===== src/rtl/asrx_pkg.sv =====
package asrx_pkg;

  typedef enum logic [1:0] {
    FMT_I2S     = 2'b00,
    FMT_LEFTJ   = 2'b01,
    FMT_RIGHTJ  = 2'b10,
    FMT_I2S_ALT = 2'b11
  } fmt_e;

  // Width code to number of sample bits.
  function automatic logic [7:0] width_bits(input logic [1:0] code);
    case (code)
      2'b00:   width_bits = 8'd16;
      2'b01:   width_bits = 8'd18;
      2'b10:   width_bits = 8'd20;
      default: width_bits = 8'd24;
    endcase
  endfunction

  // Bit position of the MSB after a word-clock change.
  function automatic logic [7:0] window_start(input logic [1:0] fmt,
                                              input logic [1:0] code,
                                              input logic [7:0] half_bits);
    case (fmt_e'(fmt))
      FMT_LEFTJ:  window_start = 8'd0;
      FMT_RIGHTJ: window_start = half_bits - width_bits(code);
      default:    window_start = 8'd1;
    endcase
  endfunction

  // Word-clock level that marks the left channel.
  function automatic logic left_level(input logic [1:0] fmt);
    left_level = (fmt == FMT_LEFTJ) || (fmt == FMT_RIGHTJ);
  endfunction

endpackage


===== src/rtl/asrx_sync.sv =====
module asrx_sync #(
  parameter int WIDTH  = 3,
  parameter int STAGES = 2
) (
  input  logic             clk,
  input  logic             rst,
  input  logic [WIDTH-1:0] d_async,
  output logic [WIDTH-1:0] d_sync
);
  logic [WIDTH-1:0] stage_q [STAGES];

  always_ff @(posedge clk) begin
    if (rst) stage_q[0] <= '0;
    else     stage_q[0] <= d_async;
  end

  for (genvar s = 1; s < STAGES; s++) begin : g_stage
    always_ff @(posedge clk) begin
      if (rst) stage_q[s] <= '0;
      else     stage_q[s] <= stage_q[s-1];
    end
  end

  assign d_sync = stage_q[STAGES-1];
endmodule


===== src/rtl/asrx_frame.sv =====
module asrx_frame
  import asrx_pkg::*;
#(
  parameter int OUT_W     = 24,
  parameter int HALF_BITS = 32,
  localparam int CNT_W    = $clog2(2 * HALF_BITS)
) (
  input  logic             clk,
  input  logic             rst,
  input  logic             bclk_rise,
  input  logic             wclk,
  input  logic             sdata,
  input  logic [1:0]       fmt,
  input  logic [1:0]       wcode,
  output logic             word_done,
  output logic [OUT_W-1:0] word_raw,
  output logic             word_right,
  output logic             word_err
);
  localparam logic [CNT_W-1:0] POS_MAX = '1;

  logic [CNT_W-1:0] pos_q, got_q, pos_now, got_base;
  logic [CNT_W-1:0] wbits, wstart;
  logic             seen_q, locked_q, done_q, wclk_prev_q;
  logic             trans, locked_now, in_win, last_bit;
  logic [OUT_W-1:0] shift_q, shift_nxt;

  assign wbits  = CNT_W'(width_bits(wcode));
  assign wstart = CNT_W'(window_start(fmt, wcode, 8'(HALF_BITS)));

  always_comb begin
    trans      = seen_q && (wclk != wclk_prev_q);
    locked_now = locked_q || trans;
    if (trans)                pos_now = '0;
    else if (pos_q == POS_MAX) pos_now = POS_MAX;
    else                      pos_now = pos_q + 1'b1;
    got_base   = trans ? '0 : got_q;
    in_win     = locked_now && (pos_now >= wstart) && (pos_now < wstart + wbits);
    last_bit   = in_win && (pos_now == wstart + wbits - 1'b1);
    shift_nxt  = {shift_q[OUT_W-2:0], sdata};
  end

  always_ff @(posedge clk) begin
    if (rst) begin
      pos_q       <= '0;
      got_q       <= '0;
      seen_q      <= 1'b0;
      locked_q    <= 1'b0;
      done_q      <= 1'b0;
      wclk_prev_q <= 1'b0;
      shift_q     <= '0;
    end else if (bclk_rise) begin
      seen_q      <= 1'b1;
      wclk_prev_q <= wclk;
      pos_q       <= pos_now;
      locked_q    <= locked_now;
      got_q       <= in_win ? got_base + 1'b1 : got_base;
      done_q      <= last_bit ? 1'b1 : (trans ? 1'b0 : done_q);
      if (in_win) shift_q <= shift_nxt;
    end
  end

  assign word_done  = bclk_rise && last_bit;
  assign word_raw   = shift_nxt;
  assign word_right = (wclk != left_level(fmt));
  assign word_err   = bclk_rise && trans && locked_q && !done_q;

  // the closing bit is reached only after exactly width-1 window bits
  a_r5_full_window: assert property (@(posedge clk) disable iff (rst)
    word_done |-> (got_q == wbits - 1'b1));
  // nothing leaves before a word-clock change has been seen
  a_r9_locked_first: assert property (@(posedge clk) disable iff (rst)
    word_done |-> locked_q);
  // a discarded word never coincides with a completed one
  a_r8_err_excl: assert property (@(posedge clk) disable iff (rst)
    word_err |-> !word_done);
endmodule


===== src/rtl/asrx_sext.sv =====
module asrx_sext
  import asrx_pkg::*;
#(
  parameter int OUT_W = 24
) (
  input  logic [OUT_W-1:0] raw,
  input  logic [1:0]       wcode,
  output logic [OUT_W-1:0] sext
);
  localparam int SH_W = $clog2(OUT_W + 1);
  logic [SH_W-1:0]         pad;
  logic signed [OUT_W-1:0] up;

  always_comb begin
    pad  = SH_W'(OUT_W) - SH_W'(width_bits(wcode));
    up   = raw << pad;
    sext = up >>> pad;
  end
endmodule


===== src/rtl/audio_serial_rx.sv =====
module audio_serial_rx
  import asrx_pkg::*;
#(
  parameter int OUT_W       = 24,
  parameter int HALF_BITS   = 32,
  parameter int SYNC_STAGES = 2
) (
  input  logic             clk,
  input  logic             rst,
  input  logic [1:0]       cfg_mode,
  input  logic [1:0]       cfg_width,
  input  logic             ser_bclk,
  input  logic             ser_wclk,
  input  logic             ser_data,
  output logic [OUT_W-1:0] smp_data,
  output logic             smp_valid,
  output logic             smp_right,
  output logic             frame_err
);
  logic [2:0]       sync_q;
  logic             bclk_d_q, bclk_rise;
  logic             w_done, w_right, w_err;
  logic [OUT_W-1:0] w_raw, w_sext;

  asrx_sync #(.WIDTH(3), .STAGES(SYNC_STAGES)) u_sync (
    .clk(clk), .rst(rst),
    .d_async({ser_bclk, ser_wclk, ser_data}),
    .d_sync(sync_q)
  );

  always_ff @(posedge clk) begin
    if (rst) bclk_d_q <= 1'b0;
    else     bclk_d_q <= sync_q[2];
  end
  assign bclk_rise = sync_q[2] && !bclk_d_q;

  asrx_frame #(.OUT_W(OUT_W), .HALF_BITS(HALF_BITS)) u_frame (
    .clk(clk), .rst(rst), .bclk_rise(bclk_rise),
    .wclk(sync_q[1]), .sdata(sync_q[0]),
    .fmt(cfg_mode), .wcode(cfg_width),
    .word_done(w_done), .word_raw(w_raw),
    .word_right(w_right), .word_err(w_err)
  );

  asrx_sext #(.OUT_W(OUT_W)) u_sext (
    .raw(w_raw), .wcode(cfg_width), .sext(w_sext)
  );

  always_ff @(posedge clk) begin
    if (rst) begin
      smp_data  <= '0;
      smp_valid <= 1'b0;
      smp_right <= 1'b0;
      frame_err <= 1'b0;
    end else begin
      smp_valid <= w_done;
      frame_err <= w_err;
      if (w_done) begin
        smp_data  <= w_sext;
        smp_right <= w_right;
      end
    end
  end

  // Bits at and above the sign position must be all zero or all one.
  logic [OUT_W-1:0] sign_part, sign_ones;
  always_comb begin
    sign_part = smp_data >> (width_bits(cfg_width) - 8'd1);
    sign_ones = {OUT_W{1'b1}} >> (width_bits(cfg_width) - 8'd1);
  end

  // sample strobe lasts one cycle
  a_r7_valid_pulse: assert property (@(posedge clk) disable iff (rst)
    smp_valid |=> !smp_valid);
  // output is sign-extended from the configured width
  a_r7_sign_ext: assert property (@(posedge clk) disable iff (rst)
    smp_valid |-> (sign_part == '0 || sign_part == sign_ones));
  // error strobe lasts one cycle
  a_r8_err_pulse: assert property (@(posedge clk) disable iff (rst)
    frame_err |=> !frame_err);
endmodule


===== config.mk =====
export PLATFORM = sky130hd
export DESIGN_NAME = audio_serial_rx
export DESIGN_NICKNAME = d
export VERILOG_FILES = /design/src/rtl/asrx_pkg.sv /design/src/rtl/asrx_sync.sv /design/src/rtl/asrx_frame.sv /design/src/rtl/asrx_sext.sv /design/src/rtl/audio_serial_rx.sv
export SDC_FILE = /design/constraint.sdc
export NUM_CORES = 1
export LEC_CHECK = 0
export BUFFER_PORTS_ARGS = -buffer_cell sky130_fd_sc_hd__buf_4
export CAP_MARGIN = 20
export CORE_MARGIN = 1
export CORE_UTILIZATION = 45
export CTS_CLUSTER_SIZE = 30
export DETAILED_ROUTE_END_ITERATION = 8
export PLACE_DENSITY_LB_ADDON = 0.1
export SETUP_SLACK_MARGIN = 0.02
export SLEW_MARGIN = 20
export SYNTH_ARGS = -nofsm -noshare
export SYNTH_HDL_FRONTEND = slang
export SYNTH_SLANG_ARGS = --single-unit

===== constraint.sdc =====
create_clock -name clk -period 4.3 [get_ports clk]
set_input_delay 0.215 -clock clk [delete_from_list [all_inputs] [get_ports clk]]
set_output_delay 0.215 -clock clk [all_outputs]
set_load 0.01 [all_outputs]

* After elaboration in Yosys (flattened, before gate mapping) *
Memory sizes are Yosys's and may differ from the RTL's.
Index checks and enable logic that the tools add are counted.

word-level totals
  memory bits (writable) = 6
  input port bits = 9
  output and inout port bits = 27
  memories kept = 1
  flip-flop bits (word level) = 61
  logic and storage cells = 60

memories
  memory          depth  width  rd ports  clocked after memory_dff  write ports  line             source
  u_sync.stage_q  2      3      2         0                         2            asrx_sync.sv:10  logic [WIDTH-1:0] stage_q [STAGES];

cells by class
  reduce and logical (&&, ||, !) cells = 17
  $add $sub $neg = 5
  bitwise operators = 2
  shifts and indexed selects = 2
  equality and inequality tests = 8
  order comparisons = 2
  multiplexer cells = 12

operators by type and width
  operator                                                            count
  24-bit by 5-bit left shift with 24-bit output                       1
  24-bit by 5-bit >>> shifter with 24-bit output                      1
  6-bit two-way mux                                                   3
  4-bit one-hot mux with 3 select lines                               1
  6-bit one-hot mux with 2 select lines                               1
  1-bit logical AND                                                   9
  6-bit by 1-bit adder with 6-bit output, second input constant       1
  6-bit by 5-bit adder with 6-bit output                              1
  6-bit == test                                                       1
  6-bit == test, second input constant                                1
  6-bit greater-or-equal comparator                                   1
  6-bit less-than comparator                                          1
  3-bit two-way mux                                                   2
  6-bit by 1-bit subtractor with 6-bit output, second input constant  1
  6-bit subtractor, first input constant                              1
  1-bit two-way mux                                                   5
  5-bit subtractor, first input constant                              1
  2-bit by 1-bit == test with 1-bit output, second input constant     2
  2-bit == test, second input constant                                2
  2-bit AND reduction                                                 2
  1-bit zero test                                                     2
  2-bit zero test                                                     1
  1-bit logical OR                                                    2
  1-bit inequality test                                               2
  other kinds (2)                                                     3

* Depth between registers and ports, before layout *
  depth in word-level cells = 11
  mapped depth = 22
  mapped depth without buffers = 17

* Hierarchy *
Synthesis repeated with hierarchy kept, for this count alone.

unflattened totals
  cell total of the unflattened synthesis = 418
  area total of the unflattened synthesis = 3849.9 um^2

modules (own cells, without submodules)
  module           seq. area each (um^2)  cells an instance  area an instance (um^2)  times used
  asrx_frame       660.6                  213                2024.4                   1
  audio_serial_rx  560.5                  88                 996.0                    1
  asrx_sext        0.0                    105                671.9                    1
  asrx_sync        120.1                  12                 157.7                    1

* Least setup slack after synthesis *
Ideal clock, no wire load.

  path type = input port to flip-flop
  start point = input port cfg_width[1]
  end point = register smp_data[16]
  setup slack = 589 ps
  library setup time = 121 ps
  required time = 4179 ps
  path buffers = 4
  cell stages on the path = 21
  data arrival time = 3589 ps
  cell sequence = inv_1 ha_1 buf_2 buf_2 buf_2 nand2_1 inv_1 a21o_1 ha_1 a31oi_1 a2111o_1 o21ai_2 inv_1 ha_1 a211oi_1 a21o_1 o311ai_4 nor4_4 o21ai_2 buf_6 mux2_4

between the ends
  word-level cells in the longest chain between the ends = 10
  elaborated cells on any way between the ends = 19
  those cells by class = add/sub (4); order compare (2); eq/ne (3); shift (2); mux (3); reduce/logical (5)

ends and longest elaborated chain
  item                                                                                                line                                source
  start, declared                                                                                     audio_serial_rx.sv:11               input logic [1:0] cfg_width,
  2-bit == test (tied with other cells)                                                               asrx_pkg.sv:12                      case (code)
  4-bit one-hot mux with 3 select lines (*)                                                           asrx_pkg.sv:12
  6-bit two-way mux                                                                                   asrx_pkg.sv:24                      case (fmt_e'(fmt))
  6-bit subtractor                                                                                    asrx_pkg.sv:26                      FMT_RIGHTJ: window_start = half_bits - width_bits(code);
  6-bit one-hot mux with 2 select lines                                                               asrx_pkg.sv:24
  6-bit by 5-bit adder with 6-bit output / 6-bit greater-or-equal comparator (equally long branches)  asrx_frame.sv:38, asrx_frame.sv:39
  6-bit by 1-bit subtractor with 6-bit output (tied with other cells)                                 asrx_frame.sv:39                    last_bit = in_win && (pos_now == wstart + wbits - 1'b1);
  6-bit == test / 1-bit logical AND (equally long branches)                                           asrx_frame.sv:39, asrx_frame.sv:38
  1-bit logical AND                                                                                   asrx_frame.sv:39
  1-bit logical AND                                                                                   asrx_frame.sv:63                    assign word_done = bclk_rise && last_bit;
  end signal, assigned                                                                                audio_serial_rx.sv:59               smp_data <= w_sext;
  end, declared                                                                                       audio_serial_rx.sv:15               output logic [OUT_W-1:0] smp_data,

Every way passes the cells marked *; elsewhere a longest branch is shown, timed or not. The select of a mux whose other input is x is not followed.
A chain may end at the register's enable or synchronous reset.

* Final worst setup path *
  start point = input port cfg_mode[0]
  end point = register smp_data[9]

between the ends
  word-level cells in the longest chain between the ends = 7
  elaborated cells on any way between the ends = 12
  those cells by class = add/sub (2); order compare (2); eq/ne (3); mux (1); reduce/logical (4)

ends and longest elaborated chain
  item                                                                                                line                                source
  start, declared                                                                                     audio_serial_rx.sv:10               input logic [1:0] cfg_mode,
  2-bit == test / 2-bit by 1-bit == test with 1-bit output (equally long branches)                    asrx_pkg.sv:24
  6-bit one-hot mux with 2 select lines (*)                                                           asrx_pkg.sv:24
  6-bit by 5-bit adder with 6-bit output / 6-bit greater-or-equal comparator (equally long branches)  asrx_frame.sv:38, asrx_frame.sv:39
  6-bit by 1-bit subtractor with 6-bit output (tied with other cells)                                 asrx_frame.sv:39
  6-bit == test / 1-bit logical AND (equally long branches)                                           asrx_frame.sv:39, asrx_frame.sv:38
  1-bit logical AND (*)                                                                               asrx_frame.sv:39
  1-bit logical AND (*)                                                                               asrx_frame.sv:63

Every way passes the cells marked *; elsewhere a longest branch is shown, timed or not.

==> impl_metrics.ini <==
[synth]
ys_warn_count = 0
yosys.area_share.simple_pct = 20.1
synth_mux_area_share_pct = 23.6
synth-xor-area-share_pct = 1.72
syn_avg_cell_area_um2 = 9.04
synth_fa_ha_area_share_pct = 5.73
synth-seq-cells = 67
synth_edf_count = 0
synth_top_family_by_area = multiplexers
synth_compound_area_share_pct = 13.2
syn_inst = 483
synth_fp_nets = 512
synth_flop_cell = dfxtp_1
synthArstFlopShare_pct = 0
synth_area_um2 = 4360
ys_seq_area_share_pct = 30.7
ys_types = 53

[critical_path]
critPathKind = in -> reg
startpoint_type = input pin
required_ns = 4.57
worst-path-max-fanout = 15
r2r_slack_ns = 0.96
endpoint_kind = flip-flop
r2r-start = u_frame.pos_q[0]
reg2reg_to = smp_data[15]
r2r_cells = 12
crit_start = cfg_mode[0]
crit_arrival_ns = 3.65

[run_status]
status = completed

[cts]
cts_setup_buffers = 0
tritoncts = done
clk_latency_ns = 0.35
cts_sinks = 67
cts_resized = 0
cts.clk_slew.worst_paths_ns = 0.07
cts_buffers = 9
cts_root_buffer = clkbuf_8
cts-htree-levels = 3
hold_buffers = 0
clockBufferDepth = 2

[power]
p_per_area_nw_per_um2 = 285
vdd_drop_max_v = 0.000241
cellLeakagePower_nw = 2.12
total_power_mw = 1.39

[global_routing]
grt_first_pass_wirelength_mm = 16.0
grt_pass1_vias = 3183
grt_max_degree = 93
antenna_found_initial = 0
grt_use_total_pct = 20.2
grt-ovfl-total = 0

[worst_hold_path]
min_from = ser_bclk
holdPathStages = 2
min_path_type = in -> reg
min_to = u_sync.stage_q[0][2]

[floorplanning]
die_area_um2 = 10100
initial_core_util_pct = 46.8
rows = 35
fp.dieH_um = 100
pin_count = 36
dieWidth_um = 100
core_area_um2 = 9330

[route]
ant_nets = 0
dr.pass1.iters = 4
wl_per_cell_um = 15.1
drt_iter0_markers = 176
postRouteWirelength_mm = 9.60
vias = 3471
drc = 0
avgViaCountPerCell = 5.47

[flow_run]
cap_violations = 0

[timing]
finalHoldViolCount = 0
setup_viol = 0
slew_viol_final = 0
finClkSkew_ns = 0.00829
post-route-period-util_pct = 78.6
fin_setup_tns_ns = 0
rsz0062_at_grt = false
fmax_ghz = 0.296
worst_pin_slew_ns = 1.02
relSlewSlack_pct = 32.2
fin_crit_ns = 3.38

[final_layout]
syn_to_final_growth_pct = 11.5
antennaDiodeCount = 0
ff_latch_area_um2 = 1340
layout.nets = 530
final_cell_mix = dfxtp_1 (67), mux2i_1 (60), nand2b_1 (43)
layout.cells.most_common = dfxtp_1
multi_input_area_um2 = 2810
n_fill_cell = 903
drive_gt1_share_pct = 18.2

[place]
port-buffer-count = 35
post-dp-hpwl_mm = 6.83
place.gp.congestion = 0.870
[layer usage]
layer / track usage (%) / up-vias / wire length [um]
li1: - / 1746 / -
met1: 28.6 / 1626 / 4780
met2: 29.6 / 85 / 4170
met3: 5.55 / 14 / 495
met4: 6.58 / 0 / 152
met5: 0 / - / 0
[cell type report]
cell class | count | area share (%)
multi-input combinational | 372 | 57.7
sequential | 67 | 27.6
timing repair buffer | 40 | 6.17
tap | 129 | 3.32
clock buffer | 11 | 2.90
clock inverter | 4 | 1.52
inverter | 11 | 0.848
[flip-flops by register name, summed over array words and instances, names as in the netlist, 6 cells and up]
signal,flops
smp_data,24
u_frame.pos_q,6
u_frame.shift_q,23
u_sync.stage_q,6
[through the flow]
step                utilization, %  setup WS [ns]  instances  hold WS (ns)  area (um^2)
finish                        52.2          0.922        634        0.0924         4870
global route                  52.2          0.627        634        0.0811         4870
CTS                           52.2          0.946        634        0.0742         4870
detailed placement            49.9          0.570        619         0.415         4650
global placement              49.9          0.738        619         0.413         4650
floorplan                        -          0.589        483         0.343         4360
[critical path, stage by stage]
cell	delay, ns
buf_4	0.11
inv_1	0.07
ha_1	0.31
inv_1	0.15
a21o_1	0.19
ha_1	0.18
a31oi_1	0.19
o21ai_0	0.14
o21ai_2	0.24
inv_1	0.07
ha_1	0.30
a211oi_1	0.21
a21o_1	0.18
o311ai_4	0.11
nor4_4	0.33
o21a_1	0.16
buf_4	0.27
mux2i_1	0.23
[Yosys cell counts, types with 2 or more instances]
cell type	count	area (um^2)
o22ai_1	6	37.5
a21oi_1	24	120
inv_1	11	41.3
nor2_1	39	146
o221ai_1	2	17.5
o21ai_2	2	17.5
xor2_1	5	43.8
mux2_4	3	45.0
nand2_1	37	139
buf_6	3	33.8
mux4_2	7	158
a22oi_1	3	22.5
clkbuf_1	15	56.3
mux2i_1	60	601
buf_2	9	45.0
a21o_1	4	30.0
or2_2	2	12.5
nor4b_1	2	17.5
buf_1	5	18.8
and3_1	3	18.8
nor3_1	6	30.0
a31oi_1	4	25.0
dfxtp_1	67	1340
o21ai_0	19	95.1
o21a_1	4	30.0
nand2b_1	43	269
nand3_1	6	30.0
o211ai_1	6	45.0
and2_1	5	31.3
a211oi_1	3	22.5
mux2_2	20	225
nor2b_1	17	106
ha_1	20	250
or3_1	2	12.5
[worst max-delay path by stage]
stage	end	slack [ns]	cells past startpoint
detailed placement	smp_data[9]	0.57	18
global placement	smp_right	0.74	17
CTS	smp_data[9]	0.95	18
finish	smp_data[9]	0.92	18
global route	smp_data[9]	0.63	18
floorplan	smp_data[16]	0.59	21
[power breakdown]
part	leakage [nW]	total (mW)	switching, mW	internal [mW]
clock network	0.110	0.576	0.236	0.340
logic	1.47	0.185	0.111	0.0741
registers	0.541	0.627	0.00291	0.624
total	2.12	1.39	0.350	1.04
[cell families after synthesis]
family | Yosys count
xor gates and xnor gates | 7
muxes | 90
buffers and inverters | 44
AOI/OAI and AO/OA | 87
adders and majority gates | 20
DFF | 67
and+or+nand+nor | 168
No activity file was read; power rests on OpenSTA's default activity.
